$ cat config.mk
export PLATFORM = sky130hd
export DESIGN_NAME = req_track_table
export DESIGN_NICKNAME = d
export VERILOG_FILES = /design/src/rtl/req_track_pkg.sv /design/src/rtl/req_track_lowest.sv /design/src/rtl/req_track_ctrl.sv /design/src/rtl/req_track_data.sv /design/src/rtl/req_track_table.sv
export SDC_FILE = /design/constraint.sdc
export NUM_CORES = 1
export LEC_CHECK = 0
export BUFFER_PORTS_ARGS = -buffer_cell sky130_fd_sc_hd__buf_2
export CELL_PAD_IN_SITES_DETAIL_PLACEMENT = 2
export CELL_PAD_IN_SITES_GLOBAL_PLACEMENT = 2
export CORE_MARGIN = 4
export CORE_UTILIZATION = 35
export DETAILED_ROUTE_END_ITERATION = 7
export PLACE_DENSITY = 0.74
export SYNTH_ARGS = -nofsm -noshare
export SYNTH_HDL_FRONTEND = slang
export SYNTH_SLANG_ARGS = --single-unit
$ cat constraint.sdc
create_clock -name clk -period 1.99 [get_ports clk]
set_input_delay 0.199 -clock clk [delete_from_list [all_inputs] [get_ports clk]]
set_output_delay 0.199 -clock clk [all_outputs]
set_load 0.03 [all_outputs]
$ cat src/rtl/req_track_pkg.sv
package req_track_pkg;

  // Strobes from the control to the datapath for one cycle
  typedef struct packed {
    logic allocEn;  // store the write payload into the chosen free slot
    logic freeEn;   // the shown record is being released
  } trackStrobe_t;

  function automatic int idxWidth(input int n);
    return (n > 1) ? $clog2(n) : 1;
  endfunction

endpackage

$ cat src/rtl/req_track_lowest.sv
module req_track_lowest #(
  parameter int WIDTH = 4,
  parameter int IDX_W = 2
) (
  input  logic [WIDTH-1:0] reqVec,
  output logic             found,
  output logic [IDX_W-1:0] idx
);

  // Lowest set bit wins: scan downward so the last hit is the smallest index
  always_comb begin
    found = 1'b0;
    idx   = '0;
    for (int i = WIDTH - 1; i >= 0; i--) begin
      if (reqVec[i]) begin
        found = 1'b1;
        idx   = IDX_W'(i);
      end
    end
  end

endmodule

$ cat src/rtl/req_track_ctrl.sv
module req_track_ctrl
  import req_track_pkg::*;
#(
  parameter int ENTRIES = 4,
  parameter int IDX_W   = 2
) (
  input  logic               clk,
  input  logic               rst,
  input  logic               enqValid,
  output logic               enqReady,
  input  logic [ENTRIES-1:0] matchVec,
  input  logic               lookupReady,
  output logic               lookupValid,
  output logic [IDX_W-1:0]   allocIdx,
  output logic [IDX_W-1:0]   hitIdx,
  output trackStrobe_t       strobe
);

  logic [ENTRIES-1:0] validQ;
  logic [ENTRIES-1:0] freeVec;
  logic [ENTRIES-1:0] hitVec;
  logic               freeFound;
  logic               hitFound;

  assign freeVec = ~validQ;
  assign hitVec  = matchVec & validQ;

  req_track_lowest #(.WIDTH(ENTRIES), .IDX_W(IDX_W)) u_freePick (
    .reqVec(freeVec), .found(freeFound), .idx(allocIdx)
  );

  req_track_lowest #(.WIDTH(ENTRIES), .IDX_W(IDX_W)) u_hitPick (
    .reqVec(hitVec), .found(hitFound), .idx(hitIdx)
  );

  // Ready comes from the live bits only; a slot freed this cycle is not offered
  assign enqReady       = freeFound;
  assign lookupValid    = hitFound;
  assign strobe.allocEn = enqValid & freeFound;
  assign strobe.freeEn  = hitFound & lookupReady;

  for (genvar g = 0; g < ENTRIES; g++) begin : g_slot
    logic setHere;
    logic clrHere;
    assign setHere = strobe.allocEn && (allocIdx == IDX_W'(g));
    assign clrHere = strobe.freeEn  && (hitIdx   == IDX_W'(g));

    always_ff @(posedge clk) begin
      if (rst)          validQ[g] <= 1'b0;
      else if (setHere) validQ[g] <= 1'b1;
      else if (clrHere) validQ[g] <= 1'b0;
    end
  end

  AST_ALLOC_INTO_FREE: assert property (@(posedge clk) disable iff (rst)
    strobe.allocEn |-> !validQ[allocIdx]);

  AST_FULL_STAYS_FULL: assert property (@(posedge clk) disable iff (rst)
    ((&validQ) && !strobe.freeEn) |=> !enqReady);

  AST_FREED_LEAVES: assert property (@(posedge clk) disable iff (rst)
    strobe.freeEn |=> !validQ[$past(hitIdx)]);

  AST_LIVE_COUNT: assert property (@(posedge clk) disable iff (rst)
    !$past(rst) |-> (int'($countones(validQ)) ==
      int'($countones($past(validQ))) + int'($past(strobe.allocEn))
      - int'($past(strobe.freeEn))));

endmodule

$ cat src/rtl/req_track_data.sv
module req_track_data
  import req_track_pkg::*;
#(
  parameter int LANES   = 4,
  parameter int SRC_W   = 2,
  parameter int ENTRIES = 4,
  parameter int LANE_W  = 2,
  parameter int IDX_W   = 2
) (
  input  logic                   clk,
  input  trackStrobe_t           strobe,
  input  logic [IDX_W-1:0]       allocIdx,
  input  logic [LANE_W-1:0]      enqLane,
  input  logic [SRC_W-1:0]       enqRespId,
  input  logic [LANES*SRC_W-1:0] enqReqIds,
  input  logic [SRC_W-1:0]       lookupId,
  input  logic [IDX_W-1:0]       readIdx,
  output logic [ENTRIES-1:0]     matchVec,
  output logic [LANE_W-1:0]      rdLane,
  output logic [SRC_W-1:0]       rdRespId,
  output logic [LANES*SRC_W-1:0] rdReqIds
);

  logic [LANE_W-1:0]      laneQ [ENTRIES];
  logic [SRC_W-1:0]       respQ [ENTRIES];
  logic [LANES*SRC_W-1:0] reqQ  [ENTRIES];

  for (genvar g = 0; g < ENTRIES; g++) begin : g_store
    always_ff @(posedge clk) begin
      if (strobe.allocEn && (allocIdx == IDX_W'(g))) begin
        laneQ[g] <= enqLane;
        respQ[g] <= enqRespId;
        reqQ[g]  <= enqReqIds;
      end
    end
    assign matchVec[g] = (respQ[g] == lookupId);
  end

  assign rdLane   = laneQ[readIdx];
  assign rdRespId = respQ[readIdx];
  assign rdReqIds = reqQ[readIdx];

  // The datapath has no use for the release strobe
  logic unusedFree;
  assign unusedFree = strobe.freeEn;

endmodule

$ cat src/rtl/req_track_table.sv
module req_track_table
  import req_track_pkg::*;
#(
  parameter int LANES   = 4,
  parameter int SRC_W   = 2,
  parameter int ENTRIES = 4,
  localparam int LANE_W = idxWidth(LANES),
  localparam int IDX_W  = idxWidth(ENTRIES)
) (
  input  logic                   clk,
  input  logic                   rst,
  input  logic                   enqValid,
  output logic                   enqReady,
  input  logic [LANE_W-1:0]      enqLane,
  input  logic [SRC_W-1:0]       enqRespId,
  input  logic [LANES*SRC_W-1:0] enqReqIds,
  input  logic [SRC_W-1:0]       lookupId,
  output logic                   lookupValid,
  input  logic                   lookupReady,
  output logic [LANE_W-1:0]      lookupLane,
  output logic [SRC_W-1:0]       lookupRespId,
  output logic [LANES*SRC_W-1:0] lookupReqIds
);

  trackStrobe_t       strobe;
  logic [ENTRIES-1:0] matchVec;
  logic [IDX_W-1:0]   allocIdx;
  logic [IDX_W-1:0]   hitIdx;

  req_track_ctrl #(.ENTRIES(ENTRIES), .IDX_W(IDX_W)) u_ctrl (
    .clk        (clk),
    .rst        (rst),
    .enqValid   (enqValid),
    .enqReady   (enqReady),
    .matchVec   (matchVec),
    .lookupReady(lookupReady),
    .lookupValid(lookupValid),
    .allocIdx   (allocIdx),
    .hitIdx     (hitIdx),
    .strobe     (strobe)
  );

  req_track_data #(
    .LANES(LANES), .SRC_W(SRC_W), .ENTRIES(ENTRIES),
    .LANE_W(LANE_W), .IDX_W(IDX_W)
  ) u_data (
    .clk      (clk),
    .strobe   (strobe),
    .allocIdx (allocIdx),
    .enqLane  (enqLane),
    .enqRespId(enqRespId),
    .enqReqIds(enqReqIds),
    .lookupId (lookupId),
    .readIdx  (hitIdx),
    .matchVec (matchVec),
    .rdLane   (lookupLane),
    .rdRespId (lookupRespId),
    .rdReqIds (lookupReqIds)
  );

  AST_HIT_CARRIES_ID: assert property (@(posedge clk) disable iff (rst)
    lookupValid |-> (lookupRespId == lookupId));

  AST_FULL_BLOCKS: assert property (@(posedge clk) disable iff (rst)
    (!enqReady && enqValid) |=> ($stable(lookupLane) || !$past(lookupValid) || $past(lookupReady)
      || ($past(lookupId) != lookupId)));

endmodule

==> key figures, run 1 <==
Worst setup path
  • CP Launch Type: flop
  • Critical path data arrival time: about 2000 ps
  • Critical Path Source: u_data.respQ[3][0]
  • Reg2Reg Launch Point: u_data.respQ[0][1]
  • CP required: ~1800 ps
  • CP delay by family, top: flip-flops
  • Crit Path Max Fanout: 9
  • Slowest CP cell: edfxtp_1
  • Bufs and invs on worst path: 2
  • Worst-path cell chain: xnor2_2, nand3_2, buf_8, o311ai_2, a22o_1, buf_6
  • Crit end category: output pin
  • Crit Path Category: flop to output pin
  • Delay of the slowest critical-path stage: approximately 450 ps

Power
  • Sw frac: 23.23%
  • P per Cell Area: roughly 750 nW/um2
  • Total chip power: 2.251 mW
  • Worst VDD drop: ~0.00043 V
  • Power Internal: about 1.7 mW
  • Comb power frac: about an eighth
  • Leak: roughly 1.1 nW
  • Sw Pwr: ~520 uW
  • Clk pwr share: 31.7%
  • Sequential power share: between 50% and 60%

Timing
  • Tightest hold margin: 80.25 ps
  • Period utilization: 108.4%
  • Max Fclk: approximately 0.46 GHz
  • Setup TNS: -1696 ps
  • Final setup viols: 12
  • Final Max Slew Viols: 0
  • Setup WS post-layout: -167.3 ps
  • Max-slew headroom: between 70% and 80%
  • Tmin final: between 2000 and 2500 ps
  • Final-report hold violation count: 0
  • Clock Skew: around 8.2 ps
  • RSZ-0062 raised after global routing: true
  • Slew at the pin closest to its max-slew limit: 361.5 ps

Synth
  • Post-synth top area share: around 64%
  • Avg Cell Area, Syn: between 10 and 15 um2
  • Synth Area in Compound Gates: between 10% and 20%
  • Cells after synthesis: between 150 and 200
  • Simple-gate area share of the yosys netlist: around a tenth
  • Synth area leader: edfxtp_1
  • Synth warnings: 0
  • FF+latch count, synth: between 50 and 60
  • Fraction of the yosys area taken by sequential cells: approximately two thirds
  • Most used DFF post-synth: edfxtp_1
  • Main combinational cell family by area after synthesis: compound AO/OA/AOI/OAI gates
  • Area share of xor/xnor cells in the synthesized design: 3.425%
  • Mux cell area share after synthesis: 0%
  • Adder-Cell Fraction of Synth Area: 0%
  • Synth Cell Area: between 2000 and 2500 um2
  • EDFF count, synth: 48
  • Top area cells in the synthesized netlist: edfxtp_1, a22o_1, dfxtp_1, o311ai_1, o21a_1
  • Netlist cell types: 30
  • Post-Syn Nets: 177
  • Synth async-reset ratio: 0%

CTS
  • Clock H-tree levels: 2
  • CTS sink cnt: 52
  • Worst-path clk slew: approximately 90 ps
  • Clock Tree Buf Depth: 2
  • Worst-Skew Late Latency: roughly 300 ps
  • Inserted Clock Buffers: 5
  • Clock root buffer: clkbuf_8
  • CTS tree: done

Detailed routing
  • First DRT Iteration DRCs: 135
  • Final WL: between 6 and 7 mm
  • Antenna Nets Post-Route: 0
  • Pre-antenna DRT Iters: 4
  • Avg Vias per Cell: approximately 5.4
  • Post-route DRC: 0
  • Detailed-route wire length per cell: between 20 and 25 um
  • DR vias: about 1600

GRT
  • Grt ovf: 0
  • Met1 GRT Util: a little over a fifth
  • Number of global-route vias before repair: between 1500 and 2000
  • Met2 usage: 30.73%
  • GRT Overall Usage: 17.32%
  • Largest net degree at the start of global routing: 17
  • GR Util met3: roughly 3.1%
  • Initial antenna violation count: 0
  • First-pass GRT wire length: ~10 mm
  • Most Crowded Layer GR: met2

Final layout
  • Layout cells sized above 1: a little over two fifths
  • Area Overhead vs Synth: 31.93%
  • Final instance area: 2988 um2
  • # diodes: 0
  • Commonest non-fill, non-tap cells in the layout: edfxtp_1, buf_4, buf_2, buf_6
  • Commonest non-fill, non-tap cell in the layout: edfxtp_1
  • Fill count: 614
  • Net count, final: between 200 and 250

Die
  • Die Ht: slightly below 90 um
  • Initial Utilization: a little over a third
  • Die ar.: 7822 um2
  • Std cell rows: 29
  • Boundary pin count: 32
  • Die width: between 80 and 90 um
  • Core area: approximately 6300 um2

Outcome
  • Status: finished, violations left
  • Failing checks: setup timing

Min path
  • Hold_sp: lookupReady
  • Type of the worst min-delay path: input pin to flop

Place
  • Global placement routability congestion: approximately 0.86
  • Port Buffers: 31
  • Area after DPL: around 2600 um2
  • HPWL after detailed placement: ~4 mm

Flow run
  • Max-Cap Viols: 0
-- area by class of cell --
cell class	count	area, um2	area share (%)
inverters	11	41.29	1.382
well taps	77	96.34	3.224
flip-flops and latches	52	1521	50.92
clock inverters	2	35.03	1.173
clock buffers	6	72.57	2.429
repair buffers	60	473.0	15.83
multi-input cells	83	748.2	25.04
-- per-layer routing --
| metal | wire [um] | vias up | part of all wire (%) |
|---|---|---|---|
| met4 | 91 | 0 | 1.4 |
| li1 | - | 735 | - |
| met3 | 248 | 7 | 3.8 |
| met1 | 2810 | 795 | 43 |
| met5 | 0 | - | 0 |
| met2 | 3425 | 30 | 52 |
-- cells in the mapped netlist, types with 3 or more instances --
cell type and instances:
o21a_1 10, nand3_1 11, xnor2_1 7, o311ai_1 9, clkbuf_1 4, a22o_1 10, buf_2 4, buf_6 3
inv_1 11, dfxtp_1 4, nand4_1 11, edfxtp_1 48, nor2_1 5
-- path summary, 6_finish.rpt --
| path | end | slack, ps | cells after the start |
|---|---|---|---|
| min reg2reg | u_ctrl.validQ[0] | 640 | 2 |
| max | lookupReqIds[2] | -170 | 6 |
| max reg2reg | u_ctrl.validQ[3] | 340 | 5 |
| min | u_ctrl.validQ[0] | 80 | 2 |
-- power by group through the flow --
stage	combinational [mW]	sequential, mW	clock, mW
2_1_floorplan	0.148	1.26	0
3_3_place_gp	0.225	1.27	0
3_5_place_dp	0.234	1.27	0
4_1_cts	0.279	1.25	0.731
5_1_grt	0.311	1.25	0.783
6_report	0.291	1.25	0.714
-- cells by family after synthesis --
| family | count (synthesis) |
|---|---|
| flip-flops | 52 |
| buffers and inverters | 24 |
| AND/OR/NAND/NOR | 37 |
| AO/OA/AOI/OAI | 38 |
| XOR/XNOR | 8 |
-- state kept, by name (all words and copies together) (netlist names) --
register,cells
u_data.reqQ,32
u_data.laneQ,8
u_data.respQ,8
u_ctrl.validQ,4
-- what timing repair did --
| item | in CTS | in global routing |
|---|---|---|
| hold buffers | 0 | 0 |
| resized for setup | 40 | 14 |
| endpoints found under the setup margin | 12 | 13 |
| pin swaps | 14 | 10 |
| buffers inserted | 8 | 6 |
-- metrics by stage --
step                utilization (%)  std cells  worst slack (ps)
floorplan                         -        159             13.99
global placement              40.43        269             152.7
detailed placement            40.43        269             76.03
CTS                           45.60        285            -155.9
global route                  47.32        291            -245.8
finish                        47.32        291            -167.3
Note: power is estimated with default switching activity, not from simulation.
==> inputs of run 2 (changes only) <==
--- a/config.mk
+++ b/config.mk
@@ -9,9 +9,10 @@
 export CELL_PAD_IN_SITES_DETAIL_PLACEMENT = 2
 export CELL_PAD_IN_SITES_GLOBAL_PLACEMENT = 2
 export CORE_MARGIN = 4
-export CORE_UTILIZATION = 35
+export CORE_UTILIZATION = 37
 export DETAILED_ROUTE_END_ITERATION = 7
 export PLACE_DENSITY = 0.74
 export SYNTH_ARGS = -nofsm -noshare
 export SYNTH_HDL_FRONTEND = slang
+export SYNTH_HIERARCHICAL = 1
 export SYNTH_SLANG_ARGS = --single-unit
==> run 2 against run 1 <==
Compared with the run above: the flow still finishes with violations (setup timing); largest cell class unchanged; global-route usage shrank 2.1 points; maximum frequency fell by 14%; count of clock-buffer cells in the layout down 1; total power is 2.0% higher; first-iteration DRC count down 76%; cell count is 17% lower.
==> key figures, run 2 <==
Outcome
  • Status: finished, violations left (unchanged)
  • Failing checks: setup timing (unchanged)

Timing
  • Clock Skew: 13.24 ps (was 8.218 ps)
  • Final setup viols: 12 (unchanged)
  • Max-slew headroom: 54.77% (was 75.87%)
  • Max Fclk: 0.3970 GHz (was 0.4635 GHz)
  • Tightest hold margin: 123.8 ps (was 80.25 ps)
  • Period utilization: 126.6% (was 108.4%)
  • Setup WS post-layout: -528.7 ps (was -167.3 ps)
  • Slew at the pin closest to its max-slew limit: 678.5 ps (was 361.5 ps)
  • RSZ-0062 raised after global routing: true (unchanged)
  • Final Max Slew Viols: 0 (unchanged)
  • Setup TNS: -5979 ps (was -1696 ps)
  • Final-report hold violation count: 0 (unchanged)
  • Tmin final: 2519 ps (was 2157 ps)

Detailed routing
  • Final WL: 5.151 mm (was 6.576 mm)
  • DR vias: 1194 (was 1567)
  • Post-route DRC: 0 (unchanged)
  • Pre-antenna DRT Iters: 4 (unchanged)
  • Detailed-route wire length per cell: 21.37 um (was 22.60 um)
  • Avg Vias per Cell: 4.954 (was 5.385)
  • Antenna Nets Post-Route: 0 (unchanged)
  • First DRT Iteration DRCs: 32 (was 135)

Final layout
  • Largest Register: u_data/reqQ (was u_data.reqQ)
  • Net count, final: 185 (was 231)
  • Commonest non-fill, non-tap cells in the layout: edfxtp_1, buf_2, buf_6, mux4_2, nor2_1 (was edfxtp_1, buf_4, buf_2, buf_6)
  • Commonest non-fill, non-tap cell in the layout: edfxtp_1 (unchanged)
  • Fin util: 48.93% (was 47.32%)
  • Layout cells sized above 1: 44.64% (was 42.99%)
  • Largest register FFs: 32 (unchanged)
  • Area Overhead vs Synth: 25.82% (was 31.93%)
  • Largest registers: u_data/reqQ: 32 flops, u_data/laneQ: 8 flops, u_data/respQ: 8 flops (was u_data.reqQ: 32 flops, u_data.laneQ: 8 flops, u_data.respQ: 8 flops)
  • Fill count: 544 (was 614)

GRT
  • Initial antenna violation count: 0 (unchanged)
  • Met1 GRT Util: 16.10% (was 21.87%)
  • Grt ovf: 0 (unchanged)
  • First-pass GRT wire length: 8.100 mm (was 9.956 mm)
  • Most Crowded Layer GR: met2 (unchanged)
  • GR Util met3: 3.827% (was 3.073%)
  • Number of global-route vias before repair: 1412 (was 1792)
  • Largest net degree at the start of global routing: 17 (unchanged)
  • Met2 usage: 30.18% (was 30.73%)
  • GRT Overall Usage: 15.19% (was 17.32%)

Worst setup path
  • Reg-to-Reg End: u_ctrl/validQ[0] (was u_ctrl.validQ[3])
  • CP required: 1790 ps (about the same)
  • CP Launch Type: flop (unchanged)
  • Crit Path Category: flop to output pin (unchanged)
  • Reg2Reg Setup Slack: 90 ps (was 340 ps)
  • Reg2Reg Depth: 9 (was 5)
  • Crit Path Max Fanout: 8 (was 9)
  • Crit end category: output pin (unchanged)
  • Reg2Reg Launch Point: u_data/respQ[2][0] (was u_data.respQ[0][1])
  • Critical path data arrival time: 2320 ps (was 1960 ps)

Die
  • Std cell rows: 27 (was 29)
  • Die ar.: 7187 um2 (was 7822 um2)
  • Die Ht: 84.78 um (was 88.44 um)
  • Core area: 5608 um2 (was 6314 um2)
  • Initial Utilization: 38.89% (was 35.87%)
  • Boundary pin count: 32 (unchanged)
  • Die width: 84.78 um (was 88.44 um)

Flow run
  • Max-Cap Viols: 0 (unchanged)

Synth
  • Avg Cell Area, Syn: 18.33 um2 (was 14.24 um2)
  • Synth Cell Area: 2181 um2 (was 2265 um2)
  • Post-Syn Nets: 137 (was 177)
  • Synth warnings: 6 (was 0)
  • Cells after synthesis: 119 (was 159)

CTS
  • Worst-Skew Late Latency: 300 ps (about the same)
  • Clock root buffer: clkbuf_8 (unchanged)
  • Worst-path clk slew: 80 ps (was 90 ps)
  • Clock H-tree levels: 2 (unchanged)
  • CTS Hold Bufs: 0 (unchanged)
  • Inserted Clock Buffers: 5 (unchanged)
  • CTS sink cnt: 52 (unchanged)
  • Clock Tree Buf Depth: 2 (unchanged)
  • CTS tree: done (unchanged)

Power
  • Total chip power: 2.296 mW (was 2.251 mW)
  • Sw frac: 23.30% (was 23.23%)
  • Power Internal: 1.761 mW (was 1.729 mW)
  • Leak: 0.9751 nW (was 1.124 nW)
  • Clk pwr share: 29.8% (was 31.7%)
  • Sw Pwr: 534.9 uW (was 522.9 uW)
  • Worst VDD drop: 0.0004198 V (was 0.0004287 V)
  • P per Cell Area: 836.7 nW/um2 (was 753.5 nW/um2)
  • Sequential power share: 55.6% (was 55.3%)
  • Comb power frac: 14.6% (was 12.9%)

Min path
  • Hold_sp: enqReqIds[2] (was lookupReady)
  • Hold EP: u_data/reqQ[3][2] (was u_ctrl.validQ[0])
  • Type of the worst min-delay path: input pin to flop (unchanged)
  • Hold Path Depth: 1 (was 2)

Place
  • HPWL after detailed placement: 3.667 mm (was 4.068 mm)
  • Port Buffers: 31 (unchanged)
  • DP Worst Slack: -268.5 ps (was 76.03 ps)
  • Global placement routability congestion: 0.7008 (was 0.8564)
run 2: cell count changes in the layout (fill, tap and decap cells not counted), sizes merged, moves of 10 or more:
cell    change
a22o       -10
buf        -17
nand4      -11
o311ai     -10
mux4       +12
o21a       -10
nand3      -12
run 2: power groups by stage:
stage	registers, mW	logic, mW	clock network [mW]
2_1_floorplan	1.29	0.182	0
3_3_place_gp	1.29	0.278	0
3_5_place_dp	1.30	0.297	0
4_1_cts	1.28	0.339	0.710
5_1_grt	1.28	0.362	0.752
6_report	1.28	0.335	0.685
run 2: how the worst max path moves through the flow:
stage,start,endpoint,slack (ps)
6_report,u_data/respQ[2][1],lookupReqIds[3],-530
5_1_grt,u_data/respQ[2][1],lookupReqIds[3],-660
4_1_cts,u_data/respQ[2][1],lookupReqIds[1],-580
3_5_place_dp,u_data/respQ[2][1],lookupLane[1],-270
3_3_place_gp,u_data/respQ[3][0],lookupLane[1],-160
2_1_floorplan,u_data/respQ[2][1],lookupLane[0],-20
run 2: critical path: stages, from the launching register on:
cell and delay, ps:
edfxtp_1 410, xor2_1 190, nor2_1 70, and2_4 140
nand2b_4 140, a21oi_4 210, buf_12 180, mux4_2 530
buf_6 160
run 2: layout make-up:
type | instances | area (um2) | area share [%]
clock buffers | 5 | 68.82 | 2.508
flip-flops and latches | 52 | 1521 | 55.45
multi-input cells | 58 | 644.4 | 23.48
clock inverters | 3 | 37.54 | 1.368
diodes | 1 | 2.502 | 0.09120
inverters | 7 | 26.28 | 0.9576
repair buffers | 43 | 352.8 | 12.86
well taps | 72 | 90.09 | 3.283
run 2: repair_timing:
item                       in CTS  in global routing
gates resized for setup        27                  3
setup buffers                   1                  1
pin swaps                       2                  2
setup endpoints to repair      12                 13
run 2: through the flow:
stage               std cells  cell area, um2
floorplan                 119            2215
global placement          230            2540
detailed placement        230            2540
CTS                       239            2733
global route              240            2741
finish                    241            2744
run 2: routing by layer:
metal | wire (um) | vias to the layer above
li1 | - | 562
met1 | 2011 | 607
met2 | 2936 | 23
met3 | 188 | 2
met4 | 14 | 0
met5 | 0 | -
==> inputs of run 3 (changes only) <==
--- a/config.mk
+++ b/config.mk
@@ -9,9 +9,11 @@
 export CELL_PAD_IN_SITES_DETAIL_PLACEMENT = 2
 export CELL_PAD_IN_SITES_GLOBAL_PLACEMENT = 2
 export CORE_MARGIN = 4
-export CORE_UTILIZATION = 37
+export CORE_UTILIZATION = 44
+export CTS_BUF_LIST = sky130_fd_sc_hd__clkbuf_16
 export DETAILED_ROUTE_END_ITERATION = 7
-export PLACE_DENSITY = 0.74
+export PLACE_DENSITY = 0.82
+export SETUP_SLACK_MARGIN = 0.3
 export SYNTH_ARGS = -nofsm -noshare
 export SYNTH_HDL_FRONTEND = slang
 export SYNTH_HIERARCHICAL = 1
==> constraint.sdc (replaced) <==
create_clock -name clk -period 2.9 [get_ports clk]
set_input_delay 0.29 -clock clk [delete_from_list [all_inputs] [get_ports clk]]
set_output_delay 0.29 -clock clk [all_outputs]
set_load 0.03 [all_outputs]
==> run 3 against run 2 <==
Compared with the run above: the flow now finishes without violations; clock power is 19% lower; non-clock buffer count unchanged; design area is essentially flat; routed wire length decreased by 0.62%; hold slack better by 98 ps; largest power group unchanged.
==> key figures, run 3 (synthesized netlist as in run 2, its figures left out) <==
Min path
  • Hold Path Depth: 1 (unchanged)
  • Hold EP: u_data/reqQ[2][7] (was u_data/reqQ[3][2])
  • Type of the worst min-delay path: input pin to flop (unchanged)
  • Hold_sp: enqReqIds[7] (was enqReqIds[2])

Worst setup path
  • Reg2Reg Setup Slack: 550 ps (was 90 ps)
  • CP delay by family, top: multiplexers (unchanged)
  • Delay of the slowest critical-path stage: 530 ps (about the same)
  • Crit Path Max Fanout: 5 (was 8)
  • Slowest CP cell: mux4_2 (unchanged)
  • Crit Path Category: flop to output pin (unchanged)
  • CP Launch Type: flop (unchanged)
  • Reg-to-Reg End: u_data/reqQ[2][3] (was u_ctrl/validQ[0])
  • CP required: 2610 ps (was 1790 ps)
  • Crit end category: output pin (unchanged)
  • Worst-path cell chain: xor2_1, nor2_1, and2_4, nand2b_4, a21oi_4, buf_6, mux4_2, buf_6 (was xor2_1, nor2_1, and2_4, nand2b_4, a21oi_4, buf_12, mux4_2, buf_6)
  • Reg2Reg Launch Point: u_ctrl/validQ[2] (was u_data/respQ[2][0])
  • Crit-path most repeated cell: buf_6
  • Bufs and invs on worst path: 2 (unchanged)
  • Critical path data arrival time: 2330 ps (was 2320 ps)
  • Reg2Reg Depth: 4 (was 9)

Outcome
  • Status: complete, no violations (was finished, violations left)

Final layout
  • # diodes: 0 (was 1)
  • Reg area: 1521 um2 (unchanged)
  • Fin cells: 235 (was 241)
  • Commonest non-fill, non-tap cells in the layout: edfxtp_1, buf_2, buf_6, mux4_2 (was edfxtp_1, buf_2, buf_6, mux4_2, nor2_1)
  • Multi-input gate area: 641.9 um2 (was 644.4 um2)
  • Largest register FFs: 32 (unchanged)
  • Commonest non-fill, non-tap cell in the layout: edfxtp_1 (unchanged)
  • Area Overhead vs Synth: 25.87% (was 25.82%)
  • Net count, final: 185 (unchanged)
  • Largest registers: u_data/reqQ: 32 flops, u_data/laneQ: 8 flops, u_data/respQ: 8 flops (unchanged)
  • Layout cells sized above 1: 44.05% (was 44.64%)
  • Final instance area: 2745 um2 (was 2744 um2)
  • Largest Register: u_data/reqQ (unchanged)
  • Fill count: 421 (was 544)

GRT
  • Largest net degree at the start of global routing: 16 (was 17)
  • Grt ovf: 0 (unchanged)
  • Number of global-route vias before repair: 1423 (was 1412)
  • Initial antenna violation count: 0 (unchanged)
  • GRT Overall Usage: 17.88% (was 15.19%)
  • First-pass GRT wire length: 8.073 mm (was 8.100 mm)

CTS
  • Clock Tree Buf Depth: 2 (unchanged)
  • Clock H-tree levels: 2 (unchanged)
  • CTS sink cnt: 52 (unchanged)
  • Clock root buffer: clkbuf_16 (was clkbuf_8)
  • Worst-path clk slew: 60 ps (was 80 ps)
  • CTS Hold Bufs: 0 (unchanged)
  • Inserted Clock Buffers: 5 (unchanged)
  • CTS tree: done (unchanged)
  • Worst-Skew Late Latency: 280 ps (was 300 ps)

Detailed routing
  • Antenna Nets Post-Route: 0 (unchanged)
  • Detailed-route wire length per cell: 21.78 um (was 21.37 um)
  • Pre-antenna DRT Iters: 4 (unchanged)
  • First DRT Iteration DRCs: 83 (was 32)
  • Final WL: 5.119 mm (was 5.151 mm)
  • Avg Vias per Cell: 5.179 (was 4.954)
  • DR vias: 1217 (was 1194)
  • Post-route DRC: 0 (unchanged)

Place
  • HPWL after detailed placement: 3.430 mm (was 3.667 mm)
  • Global placement routability congestion: 0.8223 (was 0.7008)
  • Port Buffers: 31 (unchanged)
  • Placed Cells incl. Taps: 220 (was 230)
  • Area after DPL: 2451 um2 (was 2540 um2)

Die
  • Boundary pin count: 32 (unchanged)
  • Die ar.: 6147 um2 (was 7187 um2)
  • Initial Utilization: 45.87% (was 38.89%)
  • Die width: 78.40 um (was 84.78 um)
  • Core area: 4755 um2 (was 5608 um2)
  • Std cell rows: 25 (was 27)
  • Die Ht: 78.40 um (was 84.78 um)

Timing
  • Tightest hold margin: 222.2 ps (was 123.8 ps)
  • Clock Skew: 4.697 ps (was 13.24 ps)
  • Setup TNS: 0 ps (was -5979 ps)
  • Tmin final: around 2600 ps
  • Max Fclk: about 0.38 GHz
  • Max-slew headroom: 27.88% (was 54.77%)
  • Final Max Slew Viols: 0 (unchanged)
  • Final setup viols: 0 (was 12)
  • Slew at the pin closest to its max-slew limit: 1077 ps (was 678.5 ps)
  • RSZ-0062 raised after global routing: true (unchanged)
  • Final-report hold violation count: 0 (unchanged)
  • Period utilization: between 90% and 100%

Power
  • Worst VDD drop: 0.0004791 V (was 0.0004198 V)
  • Leak: 0.9873 nW (was 0.9751 nW)
  • P per Cell Area: 604.7 nW/um2 (was 836.7 nW/um2)

Flow run
  • Max-Cap Viols: 0 (unchanged)
run 3: cell types whose count changed in the layout (fill, tap and decap cells not counted), sizes merged:
| cell | change |
|---|---|
| bufinv | -1 |
| clkinv | -1 |
| clkinvlp | +1 |
| diode | -1 |
| inv | +1 |
run 3: power breakdown:
part           internal (mW)  switching [mW]
logic                 0.0945           0.133
registers              0.861          0.0147
clock network          0.314           0.243
total                   1.27           0.391
run 3: area by class of cell:
cell class | instances | share of cell area [%]
Sequential cell | 52 | 55.42
Multi-Input combinational cell | 58 | 23.38
Timing Repair Buffer | 43 | 12.08
Clock buffer | 5 | 4.558
Tap cell | 67 | 3.054
Inverter | 7 | 0.9572
Clock inverter | 3 | 0.5469
run 3: per-layer routing:
metal,part of all wire [%],GRT usage (%)
met3,3.0,3.670
met4,1.2,4.895
met5,0,0
met2,54,32.28
met1,41,21.71
run 3: repair_timing:
action	4_1_cts	5_1_grt
resized for setup	27	12
gates cloned	1	0
setup buffers	4	2
pin swaps	5	2
endpoints found under the setup margin	12	12
run 3: worst max-delay path by stage:
stage | from | endpoint | slack, ps | depth (start not counted)
3_3_place_gp | lookupId[0] | lookupLane[1] | 480 | 9
6_report | u_data/respQ[2][1] | lookupReqIds[0] | 280 | 8
5_1_grt | u_data/respQ[2][0] | lookupReqIds[5] | 190 | 8
4_1_cts | u_data/respQ[1][0] | lookupReqIds[0] | 280 | 8
2_1_floorplan | u_ctrl/validQ[0] | u_data/laneQ[0][0] | 560 | 5
3_5_place_dp | lookupId[1] | lookupLane[1] | 380 | 9
run 3: per-stage QoR:
| step | total power [mW] | util (%) | setup WS (ps) |
|---|---|---|---|
| floorplan | 1.006 | - | 556.2 |
| global placement | 1.070 | 51.55 | 481.6 |
| detailed placement | 1.083 | 51.55 | 383.5 |
| CTS | 1.667 | 56.84 | 278.0 |
| global route | 1.727 | 57.74 | 185.7 |
| finish | 1.660 | 57.74 | 283.4 |
run 3: worst register-to-register path: cells and delay by family (launching register included):
| family | cells | cell delay (ps) |
|---|---|---|
| and+or+nand+nor | 3 | 1520 |
| DFF | 1 | 330 |
| buffers and inverters | 1 | 120 |
